===== config.mk =====
export PLATFORM = sky130hd
export DESIGN_NAME = bus_cmd_bridge
export DESIGN_NICKNAME = d
export VERILOG_FILES = /design/src/rtl/bcb_pkg.sv /design/src/rtl/bcb_cmd_dec.sv /design/src/rtl/bcb_xfer_ctrl.sv /design/src/rtl/bcb_status.sv /design/src/rtl/bus_cmd_bridge.sv
export SDC_FILE = /design/constraint.sdc
export NUM_CORES = 1
export LEC_CHECK = 0
export BUFFER_PORTS_ARGS = -buffer_cell sky130_fd_sc_hd__buf_2
export CORE_AREA = 8 8 122 124
export DETAILED_ROUTE_END_ITERATION = 7
export DIE_AREA = 0 0 130 132
export PLACE_DENSITY_LB_ADDON = 0.2
export SLEW_MARGIN = 40
export SYNTH_ARGS = -nofsm -noshare
export SYNTH_HDL_FRONTEND = slang
export SYNTH_SLANG_ARGS = --single-unit

===== constraint.sdc =====
create_clock -name clk_i -period 7 [get_ports clk_i]
set_clock_uncertainty 0.2 [all_clocks]
set_input_delay 2.1 -clock clk_i [delete_from_list [all_inputs] [get_ports clk_i]]
set_output_delay 2.1 -clock clk_i [all_outputs]
set_load 0.02 [all_outputs]

===== src/rtl/bcb_pkg.sv =====
package bcb_pkg;
  localparam int ADDR_W    = 24;
  localparam int DATA_W    = 32;
  localparam int REG_W     = 64;
  localparam int ST_W      = 32;
  localparam int CMD_DIR   = 31;
  localparam int CMD_SZ_HI = 30;
  localparam int CMD_SZ_LO = 29;
  localparam int ST_BUSY   = 16;
  localparam int ST_RVALID = 17;
  localparam int ST_BUSERR = 20;
  localparam int ST_OVLP   = 27;
  localparam int ST_PA_LSB = 10;
  localparam int ST_PB_LSB = 2;
  localparam int GRP_BITS  = 6;

  typedef enum logic [1:0] {
    OFF_CMD   = 2'd0,
    OFF_STAT  = 2'd1,
    OFF_LATCH = 2'd2,
    OFF_RSVD  = 2'd3
  } reg_off_e;

  typedef enum logic [1:0] {
    SRC_BUS_A = 2'd0,
    SRC_PC_A  = 2'd1,
    SRC_PC_B  = 2'd2,
    SRC_BUS_B = 2'd3
  } err_src_e;

  typedef struct packed {
    logic              we;
    logic [1:0]        size;
    logic [ADDR_W-1:0] addr;
    logic [DATA_W-1:0] wdata;
  } xfer_t;
endpackage


===== src/rtl/bcb_cmd_dec.sv =====
module bcb_cmd_dec
  import bcb_pkg::*;
(
  input  logic [REG_W-1:0] wdata_i,
  output xfer_t            cmd_o
);
  logic [ST_W-1:0] word;

  assign word        = wdata_i[REG_W-1:DATA_W];
  assign cmd_o.we    = word[CMD_DIR];
  assign cmd_o.size  = word[CMD_SZ_HI:CMD_SZ_LO];
  assign cmd_o.addr  = word[ADDR_W-1:0];
  assign cmd_o.wdata = wdata_i[DATA_W-1:0];
endmodule


===== src/rtl/bcb_xfer_ctrl.sv =====
module bcb_xfer_ctrl
  import bcb_pkg::*;
(
  input  logic  clk_i,
  input  logic  rst_ni,
  input  logic  cmd_wr_i,
  input  xfer_t cmd_i,
  input  logic  ack_i,
  input  logic  err_i,
  output logic  busy_o,
  output xfer_t cmd_q_o,
  output logic  accept_o,
  output logic  collide_o,
  output logic  done_o
);
  logic  busy_q;
  xfer_t cmd_q;

  assign accept_o  = cmd_wr_i & ~busy_q;
  assign collide_o = cmd_wr_i & busy_q;
  assign done_o    = busy_q & (ack_i | err_i);
  assign busy_o    = busy_q;
  assign cmd_q_o   = cmd_q;

  always_ff @(posedge clk_i or negedge rst_ni) begin
    if (!rst_ni) begin
      busy_q <= 1'b0;
      cmd_q  <= '0;
    end else begin
      if (accept_o) begin
        busy_q <= 1'b1;
        cmd_q  <= cmd_i;
      end else if (done_o) begin
        busy_q <= 1'b0;
      end
    end
  end

  a_r1_busy_after_accept: assert property (@(posedge clk_i) disable iff (!rst_ni)
    accept_o |=> busy_o && (cmd_q_o == $past(cmd_i)));

  a_r2_hold_until_resp: assert property (@(posedge clk_i) disable iff (!rst_ni)
    busy_o && !ack_i && !err_i |=> busy_o && $stable(cmd_q_o));

  a_r2_release: assert property (@(posedge clk_i) disable iff (!rst_ni)
    busy_o && (ack_i || err_i) |=> !busy_o);

  a_r5_collide_ignored: assert property (@(posedge clk_i) disable iff (!rst_ni)
    collide_o |=> $stable(cmd_q_o));
endmodule


===== src/rtl/bcb_status.sv =====
module bcb_status
  import bcb_pkg::*;
(
  input  logic              clk_i,
  input  logic              rst_ni,
  input  logic              accept_i,
  input  logic              collide_i,
  input  logic              done_i,
  input  logic              busy_i,
  input  logic              we_q_i,
  input  logic              ack_i,
  input  logic              err_i,
  input  logic [1:0]        err_src_i,
  input  logic [2:0]        err_code_i,
  input  logic [DATA_W-1:0] rdata_i,
  input  logic              clr_i,
  output logic [ST_W-1:0]   status_o,
  output logic [DATA_W-1:0] rdata_o,
  output logic [ST_W-1:0]   latch_o
);
  localparam logic [2:0] CODE_MAX = 3'(GRP_BITS - 1);

  logic [ST_W-1:0]   err_q, err_n, err_set;
  logic              vld_q, vld_n;
  logic [DATA_W-1:0] rd_q, rd_n;
  logic [ST_W-1:0]   latch_q;
  logic [2:0]        code_c;
  logic              rd_ok;

  assign code_c = (err_code_i > CODE_MAX) ? CODE_MAX : err_code_i;
  assign rd_ok  = done_i & ack_i & ~err_i & ~we_q_i;

  always_comb begin
    err_set = '0;
    if (collide_i) err_set[ST_OVLP] = 1'b1;
    if (done_i && err_i) begin
      unique case (err_src_e'(err_src_i))
        SRC_PC_A: err_set[ST_PA_LSB + int'(code_c)] = 1'b1;
        SRC_PC_B: err_set[ST_PB_LSB + int'(code_c)] = 1'b1;
        default:  err_set[ST_BUSERR] = 1'b1;
      endcase
    end
  end

  always_comb begin
    err_n = (clr_i ? '0 : err_q) | err_set;
    vld_n = vld_q;
    rd_n  = rd_q;
    if (clr_i || accept_i) begin
      vld_n = 1'b0;
      rd_n  = '0;
    end
    if (rd_ok) begin
      vld_n = 1'b1;
      rd_n  = rdata_i;
    end
  end

  function automatic logic [ST_W-1:0] pack_st(logic [ST_W-1:0] e, logic v, logic b);
    logic [ST_W-1:0] w;
    w            = e;
    w[ST_RVALID] = v;
    w[ST_BUSY]   = b;
    return w;
  endfunction

  always_ff @(posedge clk_i or negedge rst_ni) begin
    if (!rst_ni) begin
      err_q   <= '0;
      vld_q   <= 1'b0;
      rd_q    <= '0;
      latch_q <= '0;
    end else begin
      err_q <= err_n;
      vld_q <= vld_n;
      rd_q  <= rd_n;
      if (done_i) latch_q <= pack_st(err_n, vld_n, 1'b0);
    end
  end

  assign status_o = pack_st(err_q, vld_q, busy_i);
  assign rdata_o  = rd_q;
  assign latch_o  = latch_q;

  a_r6_clear: assert property (@(posedge clk_i) disable iff (!rst_ni)
    clr_i && !done_i && !collide_i |=> (status_o & ~(ST_W'(1) << ST_BUSY)) == '0 && rdata_o == '0);

  a_r7_latch_hold: assert property (@(posedge clk_i) disable iff (!rst_ni)
    !done_i |=> $stable(latch_o));

  a_r3_valid_idle: assert property (@(posedge clk_i) disable iff (!rst_ni)
    status_o[ST_RVALID] |-> !busy_i);

  a_r4_sticky: assert property (@(posedge clk_i) disable iff (!rst_ni)
    !clr_i |=> ((status_o & $past(err_q)) == $past(err_q)));

  a_r4_one_err_bit: assert property (@(posedge clk_i) disable iff (!rst_ni)
    $countones(err_set) <= 2);
endmodule


===== src/rtl/bus_cmd_bridge.sv =====
module bus_cmd_bridge
  import bcb_pkg::*;
(
  input  logic              clk_i,
  input  logic              rst_ni,
  input  logic              reg_req_i,
  input  logic              reg_we_i,
  input  logic [1:0]        reg_off_i,
  input  logic [REG_W-1:0]  reg_wdata_i,
  output logic [REG_W-1:0]  reg_rdata_o,
  output logic              bus_req_o,
  output logic              bus_we_o,
  output logic [1:0]        bus_size_o,
  output logic [ADDR_W-1:0] bus_addr_o,
  output logic [DATA_W-1:0] bus_wdata_o,
  input  logic              bus_ack_i,
  input  logic              bus_err_i,
  input  logic [1:0]        bus_err_src_i,
  input  logic [2:0]        bus_err_code_i,
  input  logic [DATA_W-1:0] bus_rdata_i
);
  xfer_t             cmd_dec, cmd_q;
  logic              cmd_wr, clr, busy, accept, collide, done;
  logic [ST_W-1:0]   status, latch;
  logic [DATA_W-1:0] rd_cap;

  assign cmd_wr = reg_req_i & reg_we_i & (reg_off_e'(reg_off_i) == OFF_CMD);
  assign clr    = reg_req_i & reg_we_i & (reg_off_e'(reg_off_i) == OFF_STAT)
                & (reg_wdata_i == '0);

  bcb_cmd_dec i_dec (
    .wdata_i (reg_wdata_i),
    .cmd_o   (cmd_dec)
  );

  bcb_xfer_ctrl i_ctrl (
    .clk_i     (clk_i),
    .rst_ni    (rst_ni),
    .cmd_wr_i  (cmd_wr),
    .cmd_i     (cmd_dec),
    .ack_i     (bus_ack_i),
    .err_i     (bus_err_i),
    .busy_o    (busy),
    .cmd_q_o   (cmd_q),
    .accept_o  (accept),
    .collide_o (collide),
    .done_o    (done)
  );

  bcb_status i_stat (
    .clk_i      (clk_i),
    .rst_ni     (rst_ni),
    .accept_i   (accept),
    .collide_i  (collide),
    .done_i     (done),
    .busy_i     (busy),
    .we_q_i     (cmd_q.we),
    .ack_i      (bus_ack_i),
    .err_i      (bus_err_i),
    .err_src_i  (bus_err_src_i),
    .err_code_i (bus_err_code_i),
    .rdata_i    (bus_rdata_i),
    .clr_i      (clr),
    .status_o   (status),
    .rdata_o    (rd_cap),
    .latch_o    (latch)
  );

  assign bus_req_o   = busy;
  assign bus_we_o    = cmd_q.we;
  assign bus_size_o  = cmd_q.size;
  assign bus_addr_o  = cmd_q.addr;
  assign bus_wdata_o = cmd_q.wdata;

  always_comb begin
    unique case (reg_off_e'(reg_off_i))
      OFF_STAT:  reg_rdata_o = {status, rd_cap};
      OFF_LATCH: reg_rdata_o = {latch, {DATA_W{1'b0}}};
      default:   reg_rdata_o = '0;
    endcase
  end

  a_r1_req_follows_accept: assert property (@(posedge clk_i) disable iff (!rst_ni)
    cmd_wr && !bus_req_o |=> bus_req_o && bus_addr_o == $past(reg_wdata_i[ADDR_W+DATA_W-1:DATA_W]));

  a_r8_reserved_zero: assert property (@(posedge clk_i) disable iff (!rst_ni)
    reg_off_e'(reg_off_i) == OFF_RSVD |-> reg_rdata_o == '0);
endmodule


# == After elaboration in Yosys (flattened, before gate mapping) ==
# Cells that the tools add are included.
# classes
n_addsub,2
magnitude_cmp,5
n_eq_ne,4
mux,18
bitwise_logic,17
n_reduce_logical,8
# op_table
cell,n
32-bit two-way mux,4
64-bit one-hot mux with 2 select lines,1
32-bit by 1-bit >= comparator with 1-bit output (second input constant),2
64-bit zero test,1
32-bit by 7-bit less-than comparator with 1-bit output (second input constant),2
28-bit by 32-bit bitwise OR with 32-bit output,2
20-bit one-hot mux with 2 select lines,1
32-bit bitwise OR,1
11-bit one-hot mux with 2 select lines,1
1-bit bitwise AND,10
1-bit demux with 5-bit select,2
1-bit two-way mux,7
4-bit by 3-bit adder with 5-bit output (first input constant),1
2-bit by 3-bit adder with 4-bit output (first input constant),1
2-bit by 1-bit equality test with 1-bit output (second input constant),2
2-bit equality test (second input constant),2
2-bit nonzero test,2
3-bit > comparator (second input constant),1
1-bit logical AND,3
3-bit two-way mux,1
1-bit inverter,3
2-bit zero test,1
1-bit one-hot mux with 2 select lines,1
1-bit logical OR,1
1-bit bitwise OR,1
# word_totals
register_bits,156
inputBits,109
out_inout_bits,124
word_cells,63

# == Depth between registers and ports, before layout ==
# Gate-level depths: netlist (run 1).
# logic_depth
depth_word,11
mapped_depth,9
mapped_depth_nobuf,7

# == Modules after synthesis ==
# Synthesis (run 1) repeated with hierarchy kept, for this count alone.
# hier_totals
hier_cells,629
area_unflattened_um2,7349.5
# modules_own_cells
module,n_inst,cells_each,area_per_inst_um2,seq_area_each_um2
bcb_status,1,328,3603.5,2352.3
bcb_xfer_ctrl,1,131,2548.7,1501.4
bus_cmd_bridge,1,111,754.5,0.0
bcb_cmd_dec,1,59,442.9,0.0

# == Least setup slack after synthesis (run 1) ==
# No wires, ideal clock.
# synth_timing
path_kind,input to output
startpoint,in reg_off_i[1]
endpoint,out reg_rdata_o[0]
t_arrival_ps,3318
required_ps,4700
setup_slack_ps,1382
stages,6
n_path_buf,3
path_cell_list,inv_1 > ha_1 > clkbuf_1 > clkbuf_1 > clkbuf_1 > and2_1
# synth_between
elab_chain_len,2
word_cells_on_any_way,3
classes_between,2 x eq/ne; 1 x mux
# synth_rtl
element,line,text
"start, declared",bus_cmd_bridge.sv:8,"input logic [1:0] reg_off_i,"
2-bit equality test / 2-bit by 1-bit equality test with 1-bit output (equally long branches),bus_cmd_bridge.sv:76,unique case (reg_off_e'(reg_off_i))
64-bit one-hot mux with 2 select lines *,bus_cmd_bridge.sv:76,
"end, declared",bus_cmd_bridge.sv:10,"output logic [REG_W-1:0] reg_rdata_o,"
# Mark *: on every way between the ends. The rest lies on a longest branch, timed or not.

# == Final worst setup path (run 1) ==
# layout_timing
startpoint,in reg_off_i[1]
endpoint,out reg_rdata_o[58]
# The elaborated chain is that of the path after synthesis.

==> metrics.cfg, run 1 <==
[status]
status = complete, no violations

[run]
max_cap_viol_count = 0

[drt]
wire_per_inst_um = 19.49
drc = 0
postRouteAntennaNets = 0
wirelength_mm = 20.44
drt_pre_antenna_iters = 6
drtIter0Drc = 521
viasPerCell = 5.706
dr_total_vias = 5986

[die]
std_cell_rows = 42
die_w_um = 130
core_area_um2 = 12980
start_util = 0.5410
dieArea_um2 = 17160
ioPinCount = 233
die_y_um = 132

[grt]
grt_max_degree = 101
antenna_found_initial = 1
grt_pass1_vias = 6402
grt_pass1_wl_mm = 32.85
track_usage = 0.2422
grt-ovfl-total = 0

[layout]
fin_util = 0.6907
finalNonFillerCells = 1049
stdcell_area_um2 = 8965
drive_above_1_share = 0.3975
area_growth_pct = 27.67
nets = 976
antenna-diode-count = 0
fillCellCount = 1030

[logic_synthesis]
syn_nets = 768
synthCells = 652
synth_commonest_cells = dfrtp_1, nand2_1, mux2_2
yosysUniqueCellTypes = 35
synth.most_common_cell = dfrtp_1
yosys.area.top_type = dfrtp_1
synth_flop_cell = dfrtp_1
synth_edf_count = 0
syn_avg_cell_area_um2 = 10.77
synth_top_area_frac = 0.5488
synthArstFlopShare = 1.000
synth_area_um2 = 7022
synthTopCellsByArea = dfrtp_1, mux2_2, a22oi_1
ys_ff_latch = 154
seq_area_frac_synth = 0.5488
ys.warnings.count = 0

[timing]
tightest_slew_ps = 714.9
slew_headroom = 0.5234
fmax_ghz = 0.1674
layout_min_cycle_time_ps = 5973
slew_viol_final = 0
timing.final.hold_violations = 0
setup_viol = 0
rsz0062_at_grt = no
fin_crit_sh = 0.8533
setup_tns_ps = 0

[power]
intPower_uw = 2178
vdd_ir_drop_max_uv = 268.1
p_seq_frac = 0.408
combPwrFrac = 0.297
switching_power_uw = 1125
pwr-share-clk = 0.296
powerDensity_nw_per_um2 = 368.4
leakage_uw = 0.004321
swShare = 0.3406

[min_path]
holdCritPathClass = reg -> reg
hold_start = i_stat.latch_o[31]
hold_path_end = i_stat.latch_o[31]
min_path_cells = 2

[clock_tree]
clk_pin_slew_worst_paths_ps = 50
cts_buffer_depth = 2
htreeDepth = 4
cts_hold_buf = 0
cts_resized = 0
cts_buffers = 17
root_buffer = clkbuf_16
cts_tree = built
cts_setup_buffers = 0
cts.sinks = 154
insertion_delay_ps = 410

[worst_setup_path]
r2r-end = i_stat.rdata_o[5]
startpoint_type = input pin
rrSetupSlack_ps = 4650
arrival_ps = 3670
path_class = in -> out
end_kind = output pin
cp_max_fo = 26
worstPathRequired_ps = 4700
worst-r2r-cell-count = 4
r2r-start = i_ctrl.busy_o

[place]
numPortBuffers = 232
place_area_um2 = 8304
finalWeightedCongestion = 0.7725
hpwl_mm = 14.39
dp.cells = 1016

-- power by group through the flow --
| stage | Combinational [µW] | Clock, µW | Sequential [µW] |
|---|---|---|---|
| global placement | 959 | 0 | 1340 |
| detailed placement | 987 | 0 | 1360 |
| CTS | 989 | 988 | 1350 |
| global route | 1060 | 1030 | 1380 |
| finish | 979 | 976 | 1350 |
| floorplan | 415 | 0 | 1520 |
-- through the flow --
step | power, µW | hold slack (ps) | setup slack (ps)
2_1_floorplan | 1934 | 250.8 | 1382
3_3_place_gp | 2298 | 266.6 | 1020
3_5_place_dp | 2343 | 281.5 | 990.1
4_1_cts | 3322 | 294.2 | 984.4
5_1_grt | 3468 | 313.6 | 861.3
6_report | 3303 | 287.3 | 1027
-- layer usage --
layer  global-route usage  routed length (µm)
met1               0.2780                7770
met2               0.3959               10220
met3              0.09142                1948
met4               0.1007                 495
met5                    0                  10
-- layout make-up --
class	count	area [µm²]	share of cell area
timing repair buffer	242	1291	0.1440
clock buffer	19	442.9	0.04941
inverter	8	30.03	0.003350
clock inverter	13	192.7	0.02149
tap	176	220.2	0.02456
sequential	154	3854	0.4299
multi-input combinational	437	2934	0.3273
-- worst max-delay path by stage --
stage	from	endpoint	cells past startpoint
2_1_floorplan	reg_off_i[1]	reg_rdata_o[0]	6
3_3_place_gp	reg_off_i[1]	reg_rdata_o[58]	7
3_5_place_dp	reg_off_i[1]	reg_rdata_o[58]	7
4_1_cts	reg_off_i[1]	reg_rdata_o[58]	7
5_1_grt	reg_off_i[1]	reg_rdata_o[58]	7
6_report	reg_off_i[1]	reg_rdata_o[58]	7
-- registers in the layout, indices dropped and copies added (netlist names) --
register / count
i_stat.err_q: 30
i_stat.latch_o: 31
i_ctrl.cmd_q_o: 59
i_stat.vld_q: 1
i_stat.rdata_o: 32
i_ctrl.busy_o: 1
-- critical path: stages --
cell and delay, ps:
buf_2 110, inv_1 70, ha_2 520, buf_4 340, a22oi_1 120, nor2b_1 190, buf_2 200
-- cells by family (layout without fill, tap and decap cells) --
logic type               count (synthesis)  in the layout  synth area share
buffers and inverters                   61            282           0.03938
AND/OR/NAND/NOR                        223            223            0.1661
adder cells (fa/ha/maj)                  7              7           0.01247
AO/OA/AOI/OAI                          147            147            0.1372
multiplexers                            60             60           0.09604
flip-flops                             154            154            0.5488
-- cells in the final DEF (no fill, tap or decap), types with 8 or more instances in the layout --
| cell type | n |
|---|---|
| nor2b_1 | 32 |
| a22o_1 | 19 |
| o21ai_0 | 35 |
| nand2_1 | 72 |
| clkbuf_16 | 17 |
| nor2_1 | 8 |
| mux2_2 | 59 |
| nor4_1 | 14 |
| and2_1 | 40 |
| dfrtp_1 | 154 |
| o21ai_1 | 28 |
| a22oi_1 | 53 |
| buf_2 | 231 |
| nand3_1 | 35 |
No activity file was read; power rests on OpenSTA's default activity.
==> run 2: changes to the inputs <==
--- a/config.mk
+++ b/config.mk
@@ -6,9 +6,9 @@
 export NUM_CORES = 1
 export LEC_CHECK = 0
 export BUFFER_PORTS_ARGS = -buffer_cell sky130_fd_sc_hd__buf_2
-export CORE_AREA = 8 8 122 124
+export CORE_AREA = 2 2 116 118
 export DETAILED_ROUTE_END_ITERATION = 7
-export DIE_AREA = 0 0 130 132
+export DIE_AREA = 0 0 118 120
 export PLACE_DENSITY_LB_ADDON = 0.2
 export SLEW_MARGIN = 40
 export SYNTH_ARGS = -nofsm -noshare
==> run 2 against run 1 <==
Total power fell by 2.3%. Critical path type unchanged. Non-clock buffer count unchanged. Clock power shrank 6.8%. Global-route usage grew 2.8 points. Highest routed layer is now met4. Register-to-register slack worse by 20 ps. Critical endpoint is now reg_rdata_o[5]. Critical path depth decreased by 1. Die area is 17% lower. Largest power group unchanged. Sequential share of layout area up 0.28 points. Final cell count stayed put. Hold slack better by 5.1 ps. Fmax grew 1.0%.
==> metrics.cfg, run 2 (synthesis gave the netlist of run 1 again) <==
[status]
status = complete, no violations

[grt]
antenna_found_initial = 0
grt_pass1_wl_mm = 30.33
grt_max_degree = 104
track_usage = 0.2701
grt_pass1_vias = 6024
grt-ovfl-total = 0

[die]
ioPinCount = 233
dieArea_um2 = 14160
die_y_um = 120
die_w_um = 118
start_util = 0.5410
std_cell_rows = 42
core_area_um2 = 12980

[run]
max_cap_viol_count = 0

[timing]
setup_tns_ps = 0
rsz0062_at_grt = no
timing.final.hold_violations = 0
fin_crit_sh = 0.8448
tightest_slew_ps = 743.8
slew_viol_final = 0
layout_min_cycle_time_ps = 5913
slew_headroom = 0.5041
worst_slack_ps = 1087
setup_viol = 0
fmax_ghz = 0.1691

[worst_setup_path]
worstPathRequired_ps = 4700
r2r-end = i_stat.latch_o[9]
path_class = in -> out
arrival_ps = 3610
end_kind = output pin
startpoint_type = input pin
cp_max_fo = 35
rrSetupSlack_ps = 4630
r2r-start = i_ctrl.busy_o
timing.critical_path.mode_cell = buf_2
worst-r2r-cell-count = 6
cp_slowest_cell = ha_2
slowest_delay_ps = 670
crit_chain = buf_2, inv_1, ha_2, buf_4, and2_1, buf_2

[place]
numPortBuffers = 232
hpwl_mm = 12.97
pre_cts_slack_ps = 1085
finalWeightedCongestion = 0.8310

[layout]
area_growth_pct = 26.84
layout_common_cells = buf_2, dfrtp_1, nand2_1
largest_reg_flops = 59
drive_above_1_share = 0.3952
nets = 976
mostFrequentLayoutCell = buf_2
fillCellCount = 1037
antenna-diode-count = 0

[drt]
wirelength_mm = 18.78
drtIter0Drc = 406
viasPerCell = 5.663
wire_per_inst_um = 17.90
dr_total_vias = 5941
drt_pre_antenna_iters = 5
postRouteAntennaNets = 0
drc = 0

[power]
leakage_uw = 0.004292
powerDensity_nw_per_um2 = 362.4
vdd_ir_drop_max_uv = 235.3

[min_path]
hold_path_end = i_stat.latch_o[30]
hold_start = i_stat.latch_o[30]
holdCritPathClass = reg -> reg
min_path_cells = 2

[clock_tree]
cts_buffer_depth = 2
cts_tree = built
insertion_delay_ps = 410
cts_buffers = 17
cts_resized = 0
root_buffer = clkbuf_16
cts_setup_buffers = 0
cts.sinks = 154
clk_pin_slew_worst_paths_ps = 60
htreeDepth = 4
cts_hold_buf = 0

run 2: cell count changes in the layout (fill, tap and decap cells not counted), sizes merged:
cell      change
inv           -1
clkinv        -2
bufinv        -2
clkbuf        +3
clkinvlp      +2
run 2: report_power, final:
part	switching, µW	leakage (µW)	internal [µW]	total (µW)
logic	579	0.00203	384	963
clock network	357	0.000278	553	910
registers	170	0.00198	1180	1350
total	1110	0.00429	2120	3230
run 2: worst max path at each step:
stage                     cells after the start         start             end
after global placement                        6  reg_off_i[1]  reg_rdata_o[3]
after global routing                          6  reg_off_i[1]  reg_rdata_o[5]
after detailed placement                      6  reg_off_i[1]  reg_rdata_o[5]
after floorplan                               6  reg_off_i[1]  reg_rdata_o[0]
final                                         6  reg_off_i[1]  reg_rdata_o[5]
after CTS                                     6  reg_off_i[1]  reg_rdata_o[5]
run 2: final cells by class:
cell class / count / area (µm²) / share of cell area
Sequential cell: 154 / 3854 / 0.4327
Multi-Input combinational cell: 437 / 2932 / 0.3292
Timing Repair Buffer: 242 / 1279 / 0.1436
Clock buffer: 22 / 474.2 / 0.05325
Tap cell: 176 / 220.2 / 0.02473
Clock inverter: 10 / 117.6 / 0.01321
Inverter: 8 / 30.03 / 0.003372
run 2: per-stage QoR:
step	hold WS (ps)	cells	utilization	area (µm²)	total power [µW]
floorplan	250.8	652	-	7022	1934
global placement	264.8	1015	0.6355	8249	2288
detailed placement	277.4	1016	0.6382	8284	2332
CTS	291.1	1048	0.6838	8876	3248
global route	305.7	1049	0.6861	8906	3390
finish	292.4	1049	0.6861	8906	3227
run 2: worst max-delay path: cells and delay by family:
family        cells  cell delay, ps
fa+ha+maj         1             670
simple gates      1             170
buf+inv           4             670
run 2: routing by layer:
| layer | vias to the layer above | share of wire | track usage |
|---|---|---|---|
| li1 | 2731 | - | - |
| met1 | 2939 | 0.39 | 0.3246 |
| met2 | 235 | 0.51 | 0.4629 |
| met3 | 36 | 0.072 | 0.07510 |
| met4 | 0 | 0.026 | 0.1054 |
| met5 | - | 0 | 0 |
==> run 3: changes to the inputs <==
--- a/config.mk
+++ b/config.mk
@@ -6,9 +6,9 @@
 export NUM_CORES = 1
 export LEC_CHECK = 0
 export BUFFER_PORTS_ARGS = -buffer_cell sky130_fd_sc_hd__buf_2
-export CORE_AREA = 2 2 116 118
+export CORE_AREA = 2 2 127 129
 export DETAILED_ROUTE_END_ITERATION = 7
-export DIE_AREA = 0 0 118 120
+export DIE_AREA = 0 0 129 131
 export PLACE_DENSITY_LB_ADDON = 0.2
 export SLEW_MARGIN = 40
 export SYNTH_ARGS = -nofsm -noshare
==> constraint.sdc (replaced) <==
create_clock -name clk_i -period 5.2 [get_ports clk_i]
set_clock_uncertainty 0.2 [all_clocks]
set_input_delay 1.56 -clock clk_i [delete_from_list [all_inputs] [get_ports clk_i]]
set_output_delay 1.56 -clock clk_i [all_outputs]
set_load 0.02 [all_outputs]
==> run 3 against run 2 <==
Register-to-register slack got worse by 1800 ps. First-iteration DRC count decreased by 8.4%. Final cell count increased by 4.0%. Largest power group unchanged. Highest routed layer unchanged. Global-route usage decreased by 4.0 points. Critical endpoint is now reg_rdata_o[52]. Sequential cell count unchanged. Non-clock buffer count increased by 2.
==> metrics.cfg, run 3 (synthesis gave the netlist of run 1 again) <==
[status]
status = complete, no violations

[layout]
fillCellCount = 1399
largest_reg_flops = 59
fin_util = 0.5752
drive_above_1_share = 0.3989
stdcell_area_um2 = 8972
layout_common_cells = buf_2, dfrtp_1, nand2_1
nets = 978
area_growth_pct = 27.78
mostFrequentLayoutCell = buf_2
antenna-diode-count = 0

[timing]
setup_tns_ps = 0
slew_headroom = 0.5150
whs_ps = 290.9
fmax_ghz = 0.2213
layout_min_cycle_time_ps = 4518
fin_crit_sh = 0.8689
tightest_slew_ps = 727.5
timing.final.hold_violations = 0
rsz0062_at_grt = no
slew_viol_final = 0
setup_viol = 0

[power]
intPower_uw = 2858
combPwrFrac = 0.297
swShare = 0.3435
leakage_uw = 0.004302
switching_power_uw = 1495
vdd_ir_drop_max_uv = 333.3
powerDensity_nw_per_um2 = 485.2
p_seq_frac = 0.416
pwr-share-clk = 0.287
power_uw = 4353

[worst_setup_path]
cp_max_fo = 35
path_class = in -> out
rrSetupSlack_ps = 2860
worst-r2r-cell-count = 4
worstPathRequired_ps = 3440
arrival_ps = 2760
r2r-end = i_stat.rdata_o[4]
end_kind = output pin
startpoint_type = input pin
r2r-start = i_ctrl.busy_o

[die]
std_cell_rows = 46
ioPinCount = 233
die_y_um = 131
die_w_um = 129
start_util = 0.4502
dieArea_um2 = 16900
core_area_um2 = 15600

[place]
finalWeightedCongestion = 0.7886
place_area_um2 = 8347
numPortBuffers = 232
hpwl_mm = 13.06

[grt]
grt-ovfl-total = 0
antenna_found_initial = 0
grt_pass1_wl_mm = 30.52
grt_pass1_vias = 6106
track_usage = 0.2301
grt_max_degree = 82

[clock_tree]
cts_resized = 0
cts.sinks = 154
cts_setup_buffers = 0
htreeDepth = 4
root_buffer = clkbuf_16
cts_tree = built
clk_pin_slew_worst_paths_ps = 60
cts_hold_buf = 0
cts_buffer_depth = 2
insertion_delay_ps = 420
cts_buffers = 17

[drt]
viasPerCell = 5.375
wire_per_inst_um = 17.47
drt_pre_antenna_iters = 5
drtIter0Drc = 372
postRouteAntennaNets = 0
dr_total_vias = 5864
wirelength_mm = 19.06
drc = 0

[min_path]
hold_start = i_stat.latch_o[24]
hold_path_end = i_stat.latch_o[24]
holdCritPathClass = reg -> reg
min_path_cells = 2

[run]
max_cap_viol_count = 0

==> run 3: cell types whose count changed in the layout (fill, tap and decap cells not counted), sizes merged <==
cell    delta
buf        +2
clkbuf     -2
inv        +2
==> run 3: layer usage <==
| metal | vias up | wire length [µm] | GRT usage | share of wire |
|---|---|---|---|---|
| met5 | - | 0 | 0 | 0 |
| met4 | 0 | 386 | 0.09015 | 0.020 |
| met3 | 30 | 1279 | 0.06189 | 0.067 |
| li1 | 2732 | - | - | - |
| met2 | 221 | 9701 | 0.3940 | 0.51 |
| met1 | 2881 | 7687 | 0.2788 | 0.40 |
==> run 3: worst max path at each step <==
| stage | from | endpoint | slack (ps) | cells past startpoint |
|---|---|---|---|---|
| floorplan | reg_off_i[1] | reg_rdata_o[0] | 660 | 6 |
| global placement | reg_off_i[1] | reg_rdata_o[52] | 700 | 7 |
| detailed placement | reg_off_i[1] | reg_rdata_o[52] | 670 | 7 |
| CTS | reg_off_i[1] | reg_rdata_o[52] | 670 | 7 |
| global route | reg_off_i[1] | reg_rdata_o[52] | 550 | 7 |
| finish | reg_off_i[1] | reg_rdata_o[52] | 680 | 7 |
==> run 3: final cells by class <==
class / instances / area (µm²) / share of cell area
well taps: 216 / 270.3 / 0.03012
inverters: 8 / 30.03 / 0.003347
clock buffers: 20 / 466.7 / 0.05202
multi-input cells: 437 / 2930 / 0.3266
repair buffers: 244 / 1282 / 0.1429
flip-flops and latches: 154 / 3854 / 0.4295
clock inverters: 12 / 138.9 / 0.01548
==> run 3: power by group through the flow <==
stage / sequential, µW / clock, µW / combinational [µW]
floorplan: 2050 / 0 / 558
global placement: 1800 / 0 / 1280
detailed placement: 1820 / 0 / 1310
CTS: 1810 / 1270 / 1310
global route: 1860 / 1330 / 1410
finish: 1810 / 1250 / 1290
==> run 3: metrics by stage <==
stage,setup WS [ps],cells
after floorplan,661.7,652
after global placement,701.8,1058
after detailed placement,672.7,1058
after CTS,665.2,1090
after global routing,551.6,1091
final,681.7,1091
==> run 3: worst max-delay path, cell delays in order <==
cell     delay [ps]
buf_2           100
inv_1            70
ha_2            180
buf_4           330
a22oi_1         150
nor2b_1         170
buf_2           190
